===== config.mk =====
export PLATFORM = sky130hd
export DESIGN_NAME = rail_sequencer
export DESIGN_NICKNAME = d
export VERILOG_FILES = /design/src/rtl/rseq_pkg.sv /design/src/rtl/rseq_timer.sv /design/src/rtl/rseq_fsm.sv /design/src/rtl/rseq_rail_map.sv /design/src/rtl/rseq_pg.sv /design/src/rtl/rail_sequencer.sv
export SDC_FILE = /design/constraint.sdc
export NUM_CORES = 1
export LEC_CHECK = 0
export BUFFER_PORTS_ARGS = -buffer_cell sky130_fd_sc_hd__buf_2
export CAP_MARGIN = 25
export CORE_MARGIN = 2
export CORE_UTILIZATION = 40
export DETAILED_ROUTE_END_ITERATION = 6
export PLACE_DENSITY = 0.62
export SLEW_MARGIN = 30
export SYNTH_ARGS = -nofsm -noshare
export SYNTH_HDL_FRONTEND = slang
export SYNTH_HIERARCHICAL = 1
export SYNTH_SLANG_ARGS = --single-unit

===== constraint.sdc =====
create_clock -name clk -period 2.7 [get_ports clk]
set_input_delay 0.135 -clock clk [delete_from_list [all_inputs] [get_ports clk]]
set_output_delay 0.135 -clock clk [all_outputs]
set_load 0.02 [all_outputs]

===== src/rtl/rseq_pkg.sv =====
package rseq_pkg;

  typedef enum logic [2:0] {
    ST_OFF     = 3'd0,
    ST_RESET   = 3'd1,
    ST_STAGE_A = 3'd2,
    ST_STAGE_B = 3'd3,
    ST_STAGE_C = 3'd4,
    ST_STAGE_D = 3'd5,
    ST_ACTIVE  = 3'd6,
    ST_SLEEP   = 3'd7
  } seq_state_e;

  localparam int NUM_RAILS    = 5;
  localparam int RAIL_MEM     = 0;
  localparam int RAIL_CHIP_HI = 1;
  localparam int RAIL_CHIP_LO = 2;
  localparam int RAIL_CPU_TT  = 3;
  localparam int RAIL_MEM_TT  = 4;
  localparam int RESET_WINDOWS = 3;

endpackage


===== src/rtl/rseq_timer.sv =====
module rseq_timer #(
  parameter int WIN_CYCLES = 2048
) (
  input  logic clk,
  input  logic rst_n,
  input  logic clr,
  output logic win_done,
  output logic rst_done
);
  import rseq_pkg::*;

  localparam int TOTAL = RESET_WINDOWS * WIN_CYCLES;
  localparam int CW    = $clog2(TOTAL + 1);
  localparam logic [CW-1:0] WIN_LAST = CW'(WIN_CYCLES - 1);
  localparam logic [CW-1:0] RST_LAST = CW'(TOTAL - 1);

  logic [CW-1:0] cnt_q;

  // One shared counter, saturating at the reset-phase length
  always_ff @(posedge clk or negedge rst_n) begin
    if (!rst_n)               cnt_q <= '0;
    else if (clr)             cnt_q <= '0;
    else if (cnt_q != RST_LAST) cnt_q <= cnt_q + 1'b1;
  end

  assign win_done = (cnt_q >= WIN_LAST);
  assign rst_done = (cnt_q == RST_LAST);

endmodule


===== src/rtl/rseq_fsm.sv =====
module rseq_fsm (
  input  logic                      clk,
  input  logic                      rst_n,
  input  logic                      s3_n,
  input  logic                      s5_n,
  input  logic                      por_ok,
  input  logic                      latch_in,
  input  logic [rseq_pkg::NUM_RAILS-1:0] rail_good,
  input  logic                      win_done,
  input  logic                      rst_done,
  output rseq_pkg::seq_state_e      state_q,
  output rseq_pkg::seq_state_e      state_nxt,
  output logic                      warm_q,
  output logic                      tmr_clr
);
  import rseq_pkg::*;

  logic latched_q;
  logic mem_on;
  logic stage_ok;
  logic timed_state;

  always_comb begin
    mem_on = (state_q inside {ST_STAGE_A, ST_STAGE_B, ST_STAGE_C, ST_STAGE_D,
                              ST_ACTIVE, ST_SLEEP})
             || (state_q == ST_RESET && warm_q);

    unique case (state_q)
      ST_STAGE_A: stage_ok = rail_good[RAIL_MEM] & rail_good[RAIL_CHIP_HI];
      ST_STAGE_B: stage_ok = rail_good[RAIL_CHIP_LO];
      ST_STAGE_C: stage_ok = rail_good[RAIL_CPU_TT];
      default:    stage_ok = 1'b1;
    endcase

    state_nxt = state_q;
    if (!s5_n) begin
      state_nxt = ST_OFF;
    end else if (latch_in || latched_q) begin
      state_nxt = ST_OFF;
    end else if (!s3_n) begin
      state_nxt = mem_on ? ST_SLEEP : ST_OFF;
    end else begin
      unique case (state_q)
        ST_OFF:     if (por_ok) state_nxt = ST_RESET;
        ST_RESET:   if (por_ok && rst_done) state_nxt = ST_STAGE_A;
        ST_STAGE_A: if (win_done && stage_ok) state_nxt = ST_STAGE_B;
        ST_STAGE_B: if (win_done && stage_ok) state_nxt = ST_STAGE_C;
        ST_STAGE_C: if (win_done && stage_ok) state_nxt = ST_STAGE_D;
        ST_STAGE_D: if (win_done) state_nxt = ST_ACTIVE;
        ST_ACTIVE:  state_nxt = ST_ACTIVE;
        ST_SLEEP:   if (por_ok) state_nxt = ST_RESET;
        default:    state_nxt = ST_OFF;
      endcase
    end

    timed_state = state_q inside {ST_RESET, ST_STAGE_A, ST_STAGE_B,
                                  ST_STAGE_C, ST_STAGE_D};
    tmr_clr = (state_nxt != state_q) || !timed_state
              || (state_q == ST_RESET && !por_ok);
  end

  always_ff @(posedge clk or negedge rst_n) begin
    if (!rst_n) begin
      state_q   <= ST_OFF;
      warm_q    <= 1'b0;
      latched_q <= 1'b0;
    end else begin
      state_q <= state_nxt;
      if (state_nxt == ST_SLEEP)    warm_q <= 1'b1;
      else if (state_nxt == ST_OFF) warm_q <= 1'b0;
      if (!s5_n)         latched_q <= 1'b0;
      else if (latch_in) latched_q <= 1'b1;
    end
  end

endmodule


===== src/rtl/rseq_rail_map.sv =====
module rseq_rail_map (
  input  rseq_pkg::seq_state_e           state,
  input  logic                           warm,
  output logic [rseq_pkg::NUM_RAILS-1:0] rail_on,
  output logic                           ref_short
);
  import rseq_pkg::*;

  logic [2:0] code;
  assign code = state;

  for (genvar i = 0; i < NUM_RAILS; i++) begin : g_rail
    // Rails up to the upper chipset share the first stage; each later rail owns one
    localparam logic [2:0] FIRST = (i <= RAIL_CHIP_HI) ? 3'(ST_STAGE_A) : 3'(i + 1);
    logic staged;
    assign staged = (code >= FIRST) && (code <= 3'(ST_ACTIVE));
    if (i == RAIL_MEM) begin : g_standby
      assign rail_on[i] = staged || (state == ST_SLEEP) || (state == ST_RESET && warm);
    end else begin : g_plain
      assign rail_on[i] = staged;
    end
  end

  assign ref_short = ~rail_on[RAIL_MEM_TT];

endmodule


===== src/rtl/rseq_pg.sv =====
module rseq_pg (
  input  logic                 clk,
  input  logic                 rst_n,
  input  rseq_pkg::seq_state_e state_nxt,
  input  logic                 cpu_tt_good,
  output logic                 pg_q
);
  import rseq_pkg::*;

  always_ff @(posedge clk or negedge rst_n) begin
    if (!rst_n) pg_q <= 1'b0;
    else        pg_q <= (state_nxt == ST_ACTIVE) && cpu_tt_good;
  end

endmodule


===== src/rtl/rail_sequencer.sv =====
module rail_sequencer #(
  parameter int WIN_CYCLES = 2048
) (
  input  logic       clk,
  input  logic       rst_n,
  input  logic       s3_sleep_n,
  input  logic       s5_off_n,
  input  logic       main_por_ok,
  input  logic       latch_off,
  input  logic [4:0] rail_good,
  output logic [4:0] rail_en,
  output logic       pg_release,
  output logic       vtt_ref_short,
  output logic [2:0] seq_state
);
  import rseq_pkg::*;

  seq_state_e st_q;
  seq_state_e st_nxt;
  logic       warm;
  logic       tmr_clr;
  logic       win_done;
  logic       rst_done;

  rseq_timer #(.WIN_CYCLES(WIN_CYCLES)) u_timer (
    .clk      (clk),
    .rst_n    (rst_n),
    .clr      (tmr_clr),
    .win_done (win_done),
    .rst_done (rst_done)
  );

  rseq_fsm u_fsm (
    .clk       (clk),
    .rst_n     (rst_n),
    .s3_n      (s3_sleep_n),
    .s5_n      (s5_off_n),
    .por_ok    (main_por_ok),
    .latch_in  (latch_off),
    .rail_good (rail_good),
    .win_done  (win_done),
    .rst_done  (rst_done),
    .state_q   (st_q),
    .state_nxt (st_nxt),
    .warm_q    (warm),
    .tmr_clr   (tmr_clr)
  );

  rseq_rail_map u_map (
    .state     (st_q),
    .warm      (warm),
    .rail_on   (rail_en),
    .ref_short (vtt_ref_short)
  );

  rseq_pg u_pg (
    .clk         (clk),
    .rst_n       (rst_n),
    .state_nxt   (st_nxt),
    .cpu_tt_good (rail_good[RAIL_CPU_TT]),
    .pg_q        (pg_release)
  );

  assign seq_state = st_q;

endmodule


==> results of run 1 <==
## layout make-up
class,instances,share of cell area [%]
Inverter,5,1.24
Timing Repair Buffer,25,9.69
Tap cell,44,3.65
Clock inverter,1,0.331
Multi-Input combinational cell,116,52.1
Clock buffer,3,1.49
Sequential cell,19,31.5
## critical path: stages (launching register included)
cell	delay, ns
sky130_fd_sc_hd__dfrtp_1	0.41
sky130_fd_sc_hd__ha_1	0.22
sky130_fd_sc_hd__nand3_1	0.18
sky130_fd_sc_hd__nor4_4	0.28
sky130_fd_sc_hd__nand3_1	0.12
sky130_fd_sc_hd__or3_1	0.37
sky130_fd_sc_hd__or2_1	0.26
sky130_fd_sc_hd__o2111a_1	0.17
sky130_fd_sc_hd__a31oi_2	0.16
sky130_fd_sc_hd__buf_6	0.18
sky130_fd_sc_hd__nor2_1	0.07
## registers in the layout (all words and copies together) (netlist names)
register and cells:
u_timer/cnt_q 13, u_fsm/latched_q 1, u_fsm/state_q 3, u_pg/pg_q 1, u_fsm/warm_q 1
## final timing paths
kind / endpoint / slack [ns] / from / cells after the start
max reg2reg: u_timer/cnt_q[1] / 0.19 / u_timer/cnt_q[1] / 10
max in group asynchronous: u_timer/cnt_q[3] / 2.11 / rst_n / 2
max: u_timer/cnt_q[1] / 0.19 / u_timer/cnt_q[1] / 10
min in group asynchronous: u_pg/pg_q / 0.28 / rst_n / 2
min: u_fsm/latched_q / 0.11 / s5_off_n / 2
min reg2reg: u_fsm/latched_q / 0.55 / u_fsm/latched_q / 2
## placed cells by master, fill, tap and decap left out, types with 2 or more instances in the layout
cell / count
sky130_fd_sc_hd__xnor2_1: 2
sky130_fd_sc_hd__and4_1: 2
sky130_fd_sc_hd__buf_4: 4
sky130_fd_sc_hd__a2bb2oi_1: 2
sky130_fd_sc_hd__o21ai_1: 6
sky130_fd_sc_hd__o31ai_1: 2
sky130_fd_sc_hd__nand2_1: 11
sky130_fd_sc_hd__a211o_1: 2
sky130_fd_sc_hd__o211ai_1: 2
sky130_fd_sc_hd__clkbuf_4: 3
sky130_fd_sc_hd__nand3_1: 8
sky130_fd_sc_hd__nor2_1: 19
sky130_fd_sc_hd__a21oi_1: 7
sky130_fd_sc_hd__dfrtp_1: 19
sky130_fd_sc_hd__nand4_1: 3
sky130_fd_sc_hd__and3_1: 3
sky130_fd_sc_hd__inv_1: 5
sky130_fd_sc_hd__xor2_1: 2
sky130_fd_sc_hd__buf_2: 19
sky130_fd_sc_hd__nor3_1: 2
sky130_fd_sc_hd__or3_1: 7
## stage by stage
step | power [mW] | area (um^2)
2_1_floorplan | 0.336 | 1330
5_1_grt | 0.525 | 1510
3_3_place_gp | 0.357 | 1460
6_report | 0.501 | 1510
3_5_place_dp | 0.358 | 1460
4_1_cts | 0.510 | 1500
## kinds of logic after synthesis
group	count (synthesis)	share of synthesized area (%)
multiplexers	2	1.89
flip-flops	19	35.8
AO/OA/AOI/OAI	36	20.8
buffers and inverters	13	5.75
adder cells (fa/ha/maj)	1	0.943
XOR/XNOR	4	2.64
AND/OR/NAND/NOR	73	32.1
## power by group
| group | total [mW] | internal (mW) | switching [mW] |
|---|---|---|---|
| clock | 0.147 | 0.0553 | 0.0919 |
| combinational | 0.0615 | 0.0255 | 0.0360 |
| sequential | 0.292 | 0.287 | 0.00518 |
| total | 0.501 | 0.368 | 0.133 |
## layer usage
layer,routed length [um],GRT usage [%],vias to the layer above
li1,-,-,592
met1,1420,23.1,569
met2,1210,25.7,29
met3,95,3.99,6
met4,36,5.17,0
met5,0,0,-
## timing repair
item                       in CTS  in global routing
setup buffers                   0                  0
hold buffers                    1                  0
setup endpoints to repair       0                 11
resized for setup               0                  3
hold endpoints to repair       19                  0
==> flow_metrics.py, run 1 <==
metrics = {
    "run_status": {
        "result_of_the_run": "complete, no violations",
    },
    "timing": {
        "finalCritPeriodShare_pct": 93.0,
        "finalSetupTns_ns": 0,
        "timing.final.crit_period_ns": 2.51,
        "worst_slew_margin_rel_pct": 71.1,
        "max_freq_ghz": 0.398,
        "final-max-slew-violation-count": 0,
        "fin_hold_viols": 0,
        "timing.final.setup_violations": 0,
        "hold_slack_ns": 0.106,
        "worst_slack_ns": 0.189,
        "fin_worst_skew_ns": 0.0107,
        "worst_slew_pin_slew_ns": 0.433,
        "grt_setup_unrepaired": "no",
    },
    "placed_design": {
        "finalWeightedCongestion": 0.892,
        "place_inst": 208,
        "dp_slack_ns": 0.137,
        "hpwlAfterDp_um": 2050,
        "placement.io_buffers": 19,
    },
    "logic_synthesis": {
        "synth-edff-count": 0,
        "number_of_nets_in_the_synthesized_netlist": 160,
        "yosys.cell_types.count": 55,
        "dominantRegCellSynth": "sky130_fd_sc_hd__dfrtp_1",
        "count_of_yosys_warnings_during_synthesis": 6,
        "synth.top_cell.area_share_pct": 35.8,
        "synth.top_cells.by_count": "19 x sky130_fd_sc_hd__dfrtp_1, 19 x sky130_fd_sc_hd__nor2_1, 12 x sky130_fd_sc_hd__nand2_1, 8 x sky130_fd_sc_hd__nand3_1",
        "ys_seq_area_share_pct": 35.8,
        "synth-seq-cells": 19,
        "library_cell_with_the_largest_summed_area_after_synthesis": "sky130_fd_sc_hd__dfrtp_1",
        "syn_inst_count": 148,
        "synth_area_mm2": 0.00133,
        "post_synth.cell_area_avg_um2": 8.96,
        "netlist_top_cells_area": "sky130_fd_sc_hd__dfrtp_1 36%, sky130_fd_sc_hd__nor2_1 5.4%, sky130_fd_sc_hd__nand2_1 3.4%",
        "ys_async_sr_fraction_pct": 100,
    },
    "cts": {
        "number_of_clock_sinks": 19,
        "clock_path_buffers": 2,
        "ctsRootBufferMaster": "sky130_fd_sc_hd__clkbuf_4",
        "clock_insertion_delay_at_the_later_pin_of_the_skew_report_ns": 0.31,
        "tritoncts": "done",
        "cts_made_buffers": 3,
        "ctsHtreeMaxLevel": 1,
        "clkSlewWorstSetupHoldPaths_ns": 0.10,
    },
    "power_and_ir_drop": {
        "vdd_ir_drop_max_v": 0.000184,
        "cellLeakagePower_nw": 0.688,
        "cellPowerDensity_mw_per_mm2": 332,
    },
    "floorplan": {
        "floorplan.die.width_um": 61.6,
        "die-area_mm2": 0.00379,
        "floorplan.initialDensity_pct": 42.7,
        "num_io_pins": 21,
        "core-area_mm2": 0.00310,
        "fp.dieH_um": 61.6,
        "placement_rows": 20,
    },
    "run": {
        "max_cap_viols": 0,
    },
    "worst_setup_path": {
        "timing_worst_setup_path_type": "flip-flop to flip-flop",
        "worst_setup_path_start_kind": "flip-flop",
        "crit_arrival_ns": 2.71,
        "endpoint_kind": "flip-flop",
        "worstPathMaxFanout": 13,
        "critPathRequiredTime_ns": 2.90,
    },
    "layout": {
        "final_cell_count_no_fill": 213,
        "fraction_of_final_layout_cells_with_drive_strength_greater_than_1_pct": 27.2,
        "multi_input_comb_area_um2": 787,
        "number_of_filler_instances_in_the_final_layout": 329,
        "seqCellArea_um2": 475,
        "utilization_pct": 48.7,
        "finalNetCount": 182,
        "n_antenna_cell": 0,
        "area_growth_pct": 13.9,
    },
    "grt": {
        "antenna_found_initial": 0,
        "grt_pass1_vias": 1096,
        "grt_start_max_net_pins": 20,
        "grt_overflow": 0,
        "grt_pass1_wl_um": 4760,
        "gr-usage-all-layers_pct": 16.7,
    },
    "route": {
        "antenna_violating_nets_post_route": 0,
        "routed-via-count": 1196,
        "postRouteWirelength_um": 2760,
        "remaining_drc_errors": 0,
        "drt_iter0_drc": 30,
        "drtPass1Iterations": 4,
        "detail_route.wl_per_cell_um": 12.9,
        "avgViaCountPerCell": 5.62,
    },
    "worst_hold_path": {
        "hp-class": "input pin to flip-flop",
    },
}
Power figures use the tool's default switching activity.
==> inputs of run 2 (changes only) <==
--- a/config.mk
+++ b/config.mk
@@ -5,7 +5,7 @@
 export SDC_FILE = /design/constraint.sdc
 export NUM_CORES = 1
 export LEC_CHECK = 0
-export BUFFER_PORTS_ARGS = -buffer_cell sky130_fd_sc_hd__buf_2
+export BUFFER_PORTS_ARGS = -buffer_cell sky130_fd_sc_hd__buf_4
 export CAP_MARGIN = 25
 export CORE_MARGIN = 2
 export CORE_UTILIZATION = 40
==> run 2 against run 1 <==
  * Core utilization grew 2.3 points
  * Critical path depth is the same
  * Die area is the same
  * Sequential share of layout area shrank 1.4 points
  * Flip-flop and latch count is the same
  * Non-clock buffer count is the same
  * Largest cell class unchanged
==> flow_metrics.py, run 2 (same netlist as run 1, synthesis figures left out) <==
metrics = {
    "power_and_ir_drop": {
        "cellPowerDensity_mw_per_mm2": 319,
        "vdd_ir_drop_max_v": 0.000251,
        "design_power_total_mw": 0.504,
        "cellLeakagePower_nw": 0.700,
    },
    "grt": {
        "gr-usage-all-layers_pct": 17.0,
        "grt_overflow": 0,
        "antenna_found_initial": 0,
        "grt_pass1_vias": 1108,
        "grt_start_max_net_pins": 20,
        "grt_pass1_wl_um": 4870,
    },
    "placed_design": {
        "finalWeightedCongestion": 0.860,
        "placement.io_buffers": 19,
        "hpwlAfterDp_um": 2060,
    },
    "timing": {
        "worst_slew_margin_rel_pct": 72.2,
        "final-max-slew-violation-count": 0,
        "fin_worst_skew_ns": 0.0128,
        "timing.final.setup_violations": 0,
        "fin_hold_viols": 0,
        "finalSetupTns_ns": 0,
        "finalCritPeriodShare_pct": 92.3,
        "grt_setup_unrepaired": "no",
        "timing.final.crit_period_ns": 2.49,
        "max_freq_ghz": 0.401,
        "worst_slew_pin_slew_ns": 0.417,
    },
    "floorplan": {
        "core-area_mm2": 0.00310,
        "die-area_mm2": 0.00379,
        "placement_rows": 20,
        "num_io_pins": 21,
        "floorplan.die.width_um": 61.6,
        "fp.dieH_um": 61.6,
        "floorplan.initialDensity_pct": 42.7,
    },
    "run_status": {
        "result_of_the_run": "complete, no violations",
    },
    "layout": {
        "largest_register_ffs": 13,
        "area_growth_pct": 19.2,
        "fraction_of_final_layout_cells_with_drive_strength_greater_than_1_pct": 28.4,
        "finalNetCount": 182,
        "registers.top_by_ff_count": "u_timer/cnt_q",
        "reg.largest.list": "u_timer/cnt_q x13, u_fsm/state_q x3",
        "n_antenna_cell": 0,
        "mostFrequentLayoutCells": "23 x sky130_fd_sc_hd__buf_4, 19 x sky130_fd_sc_hd__nor2_1, 19 x sky130_fd_sc_hd__dfrtp_1, 11 x sky130_fd_sc_hd__nand2_1",
        "layout_commonest_cell": "sky130_fd_sc_hd__buf_4",
    },
    "route": {
        "avgViaCountPerCell": 5.59,
        "postRouteWirelength_um": 2820,
        "routed-via-count": 1190,
        "detail_route.wl_per_cell_um": 13.2,
        "drtPass1Iterations": 4,
        "remaining_drc_errors": 0,
        "drt_iter0_drc": 50,
        "antenna_violating_nets_post_route": 0,
    },
    "worst_setup_path": {
        "critical_path_buf_inv_count": 1,
        "cp_top_family": "simple AND/OR/NAND/NOR gates",
        "worstSetupPathDepth": 10,
        "crit_slowest_cell": "sky130_fd_sc_hd__dfrtp_1",
        "critical_path.cell_chain": "ha_2 -> nand3_2 -> nor4_4 -> nand3_1 -> or3_1 -> or2_1 -> o2111a_1 -> a31oi_2 -> buf_12 -> a211oi_1",
        "endpoint_kind": "flip-flop",
        "timing_worst_setup_path_type": "flip-flop to flip-flop",
        "worstReg2RegStart": "u_timer/cnt_q[0]",
        "rrSetupSlack_ns": 0.21,
        "crit_arrival_ns": 2.67,
        "worst_r2r_path_depth": 10,
        "worst_setup_path_start_kind": "flip-flop",
        "critPathRequiredTime_ns": 2.87,
        "crit_path_end": "u_timer/cnt_q[4]",
        "regToRegEndpoint": "u_timer/cnt_q[4]",
        "critPathLaunch": "u_timer/cnt_q[0]",
        "critical_path.max_stage_delay_ns": 0.42,
        "worstPathMaxFanout": 13,
    },
    "worst_hold_path": {
        "hp-class": "input pin to flip-flop",
    },
    "cts": {
        "clock_path_buffers": 2,
        "cts_post_setup_buffers_inserted": 0,
        "number_of_clock_sinks": 19,
        "ctsRootBufferMaster": "sky130_fd_sc_hd__clkbuf_4",
        "tritoncts": "done",
        "clkSlewWorstSetupHoldPaths_ns": 0.10,
        "ctsHtreeMaxLevel": 1,
        "clock_insertion_delay_at_the_later_pin_of_the_skew_report_ns": 0.30,
        "cts_made_buffers": 3,
    },
    "run": {
        "max_cap_viols": 0,
    },
}
-- run 2: cell counts in the layout (fill, tap and decap cells not counted) --
Identical to the previous run, type by type.
-- run 2: stage by stage --
step                      cells  utilization, %  hold slack (ns)  cell area, um^2  setup WS, ns
after detailed placement    208            49.1           0.0250             1520         0.128
after global placement      208            49.1           0.0223             1520         0.198
final                       213            51.0           0.0918             1580         0.207
after global routing        213            51.0           0.0950             1580        0.0161
after floorplan             148               -           -0.161             1330        0.0440
after CTS                   213            50.3           0.0801             1560        0.0968
-- run 2: final cells by class --
type	count	area, um^2
Multi-Input combinational cell	116	802
Sequential cell	19	475
Tap cell	44	55.1
Fill cell	297	1520
Timing Repair Buffer	25	203
Clock inverter	1	5.00
Inverter	5	18.8
Clock buffer	3	22.5
-- run 2: worst register-to-register path, stage by stage (launching register included) --
cell and delay (ns):
sky130_fd_sc_hd__dfrtp_1 0.42, sky130_fd_sc_hd__ha_2 0.23, sky130_fd_sc_hd__nand3_2 0.12, sky130_fd_sc_hd__nor4_4 0.26, sky130_fd_sc_hd__nand3_1 0.13, sky130_fd_sc_hd__or3_1 0.37, sky130_fd_sc_hd__or2_1 0.27, sky130_fd_sc_hd__o2111a_1 0.17
sky130_fd_sc_hd__a31oi_2 0.20, sky130_fd_sc_hd__buf_12 0.17, sky130_fd_sc_hd__a211oi_1 0.05
-- run 2: what timing repair did --
action,CTS,global route
endpoints found under the hold margin,19,0
setup endpoints to repair,0,12
gates resized for setup,0,6
hold buffers,1,0
-- run 2: worst min path at each step --
stage | depth (start not counted) | from | to | slack [ns]
finish | 2 | s5_off_n | u_fsm/latched_q | 0.09
global route | 2 | s5_off_n | u_fsm/latched_q | 0.1
CTS | 2 | s5_off_n | u_fsm/latched_q | 0.08
detailed placement | 1 | rst_n | u_fsm/state_q[0] | 0.03
global placement | 1 | rst_n | u_fsm/state_q[2] | 0.02
floorplan | 0 | rst_n | u_fsm/latched_q | -0.16
-- run 2: layer usage --
| layer | up-vias | part of all wire (%) | GRT usage, % |
|---|---|---|---|
| met5 | - | 0 | 0 |
| met4 | 0 | 0.53 | 3.65 |
| met3 | 2 | 3.8 | 3.78 |
| met2 | 23 | 48 | 28.6 |
| met1 | 574 | 48 | 22.5 |
| li1 | 591 | - | - |
-- run 2: power breakdown --
group	internal, mW	leakage, nW	total [mW]	switching, mW
Clock	0.0552	0.0177	0.142	0.0868
Sequential	0.287	0.263	0.292	0.00525
Combinational	0.0325	0.419	0.0702	0.0378
Total	0.375	0.700	0.504	0.130
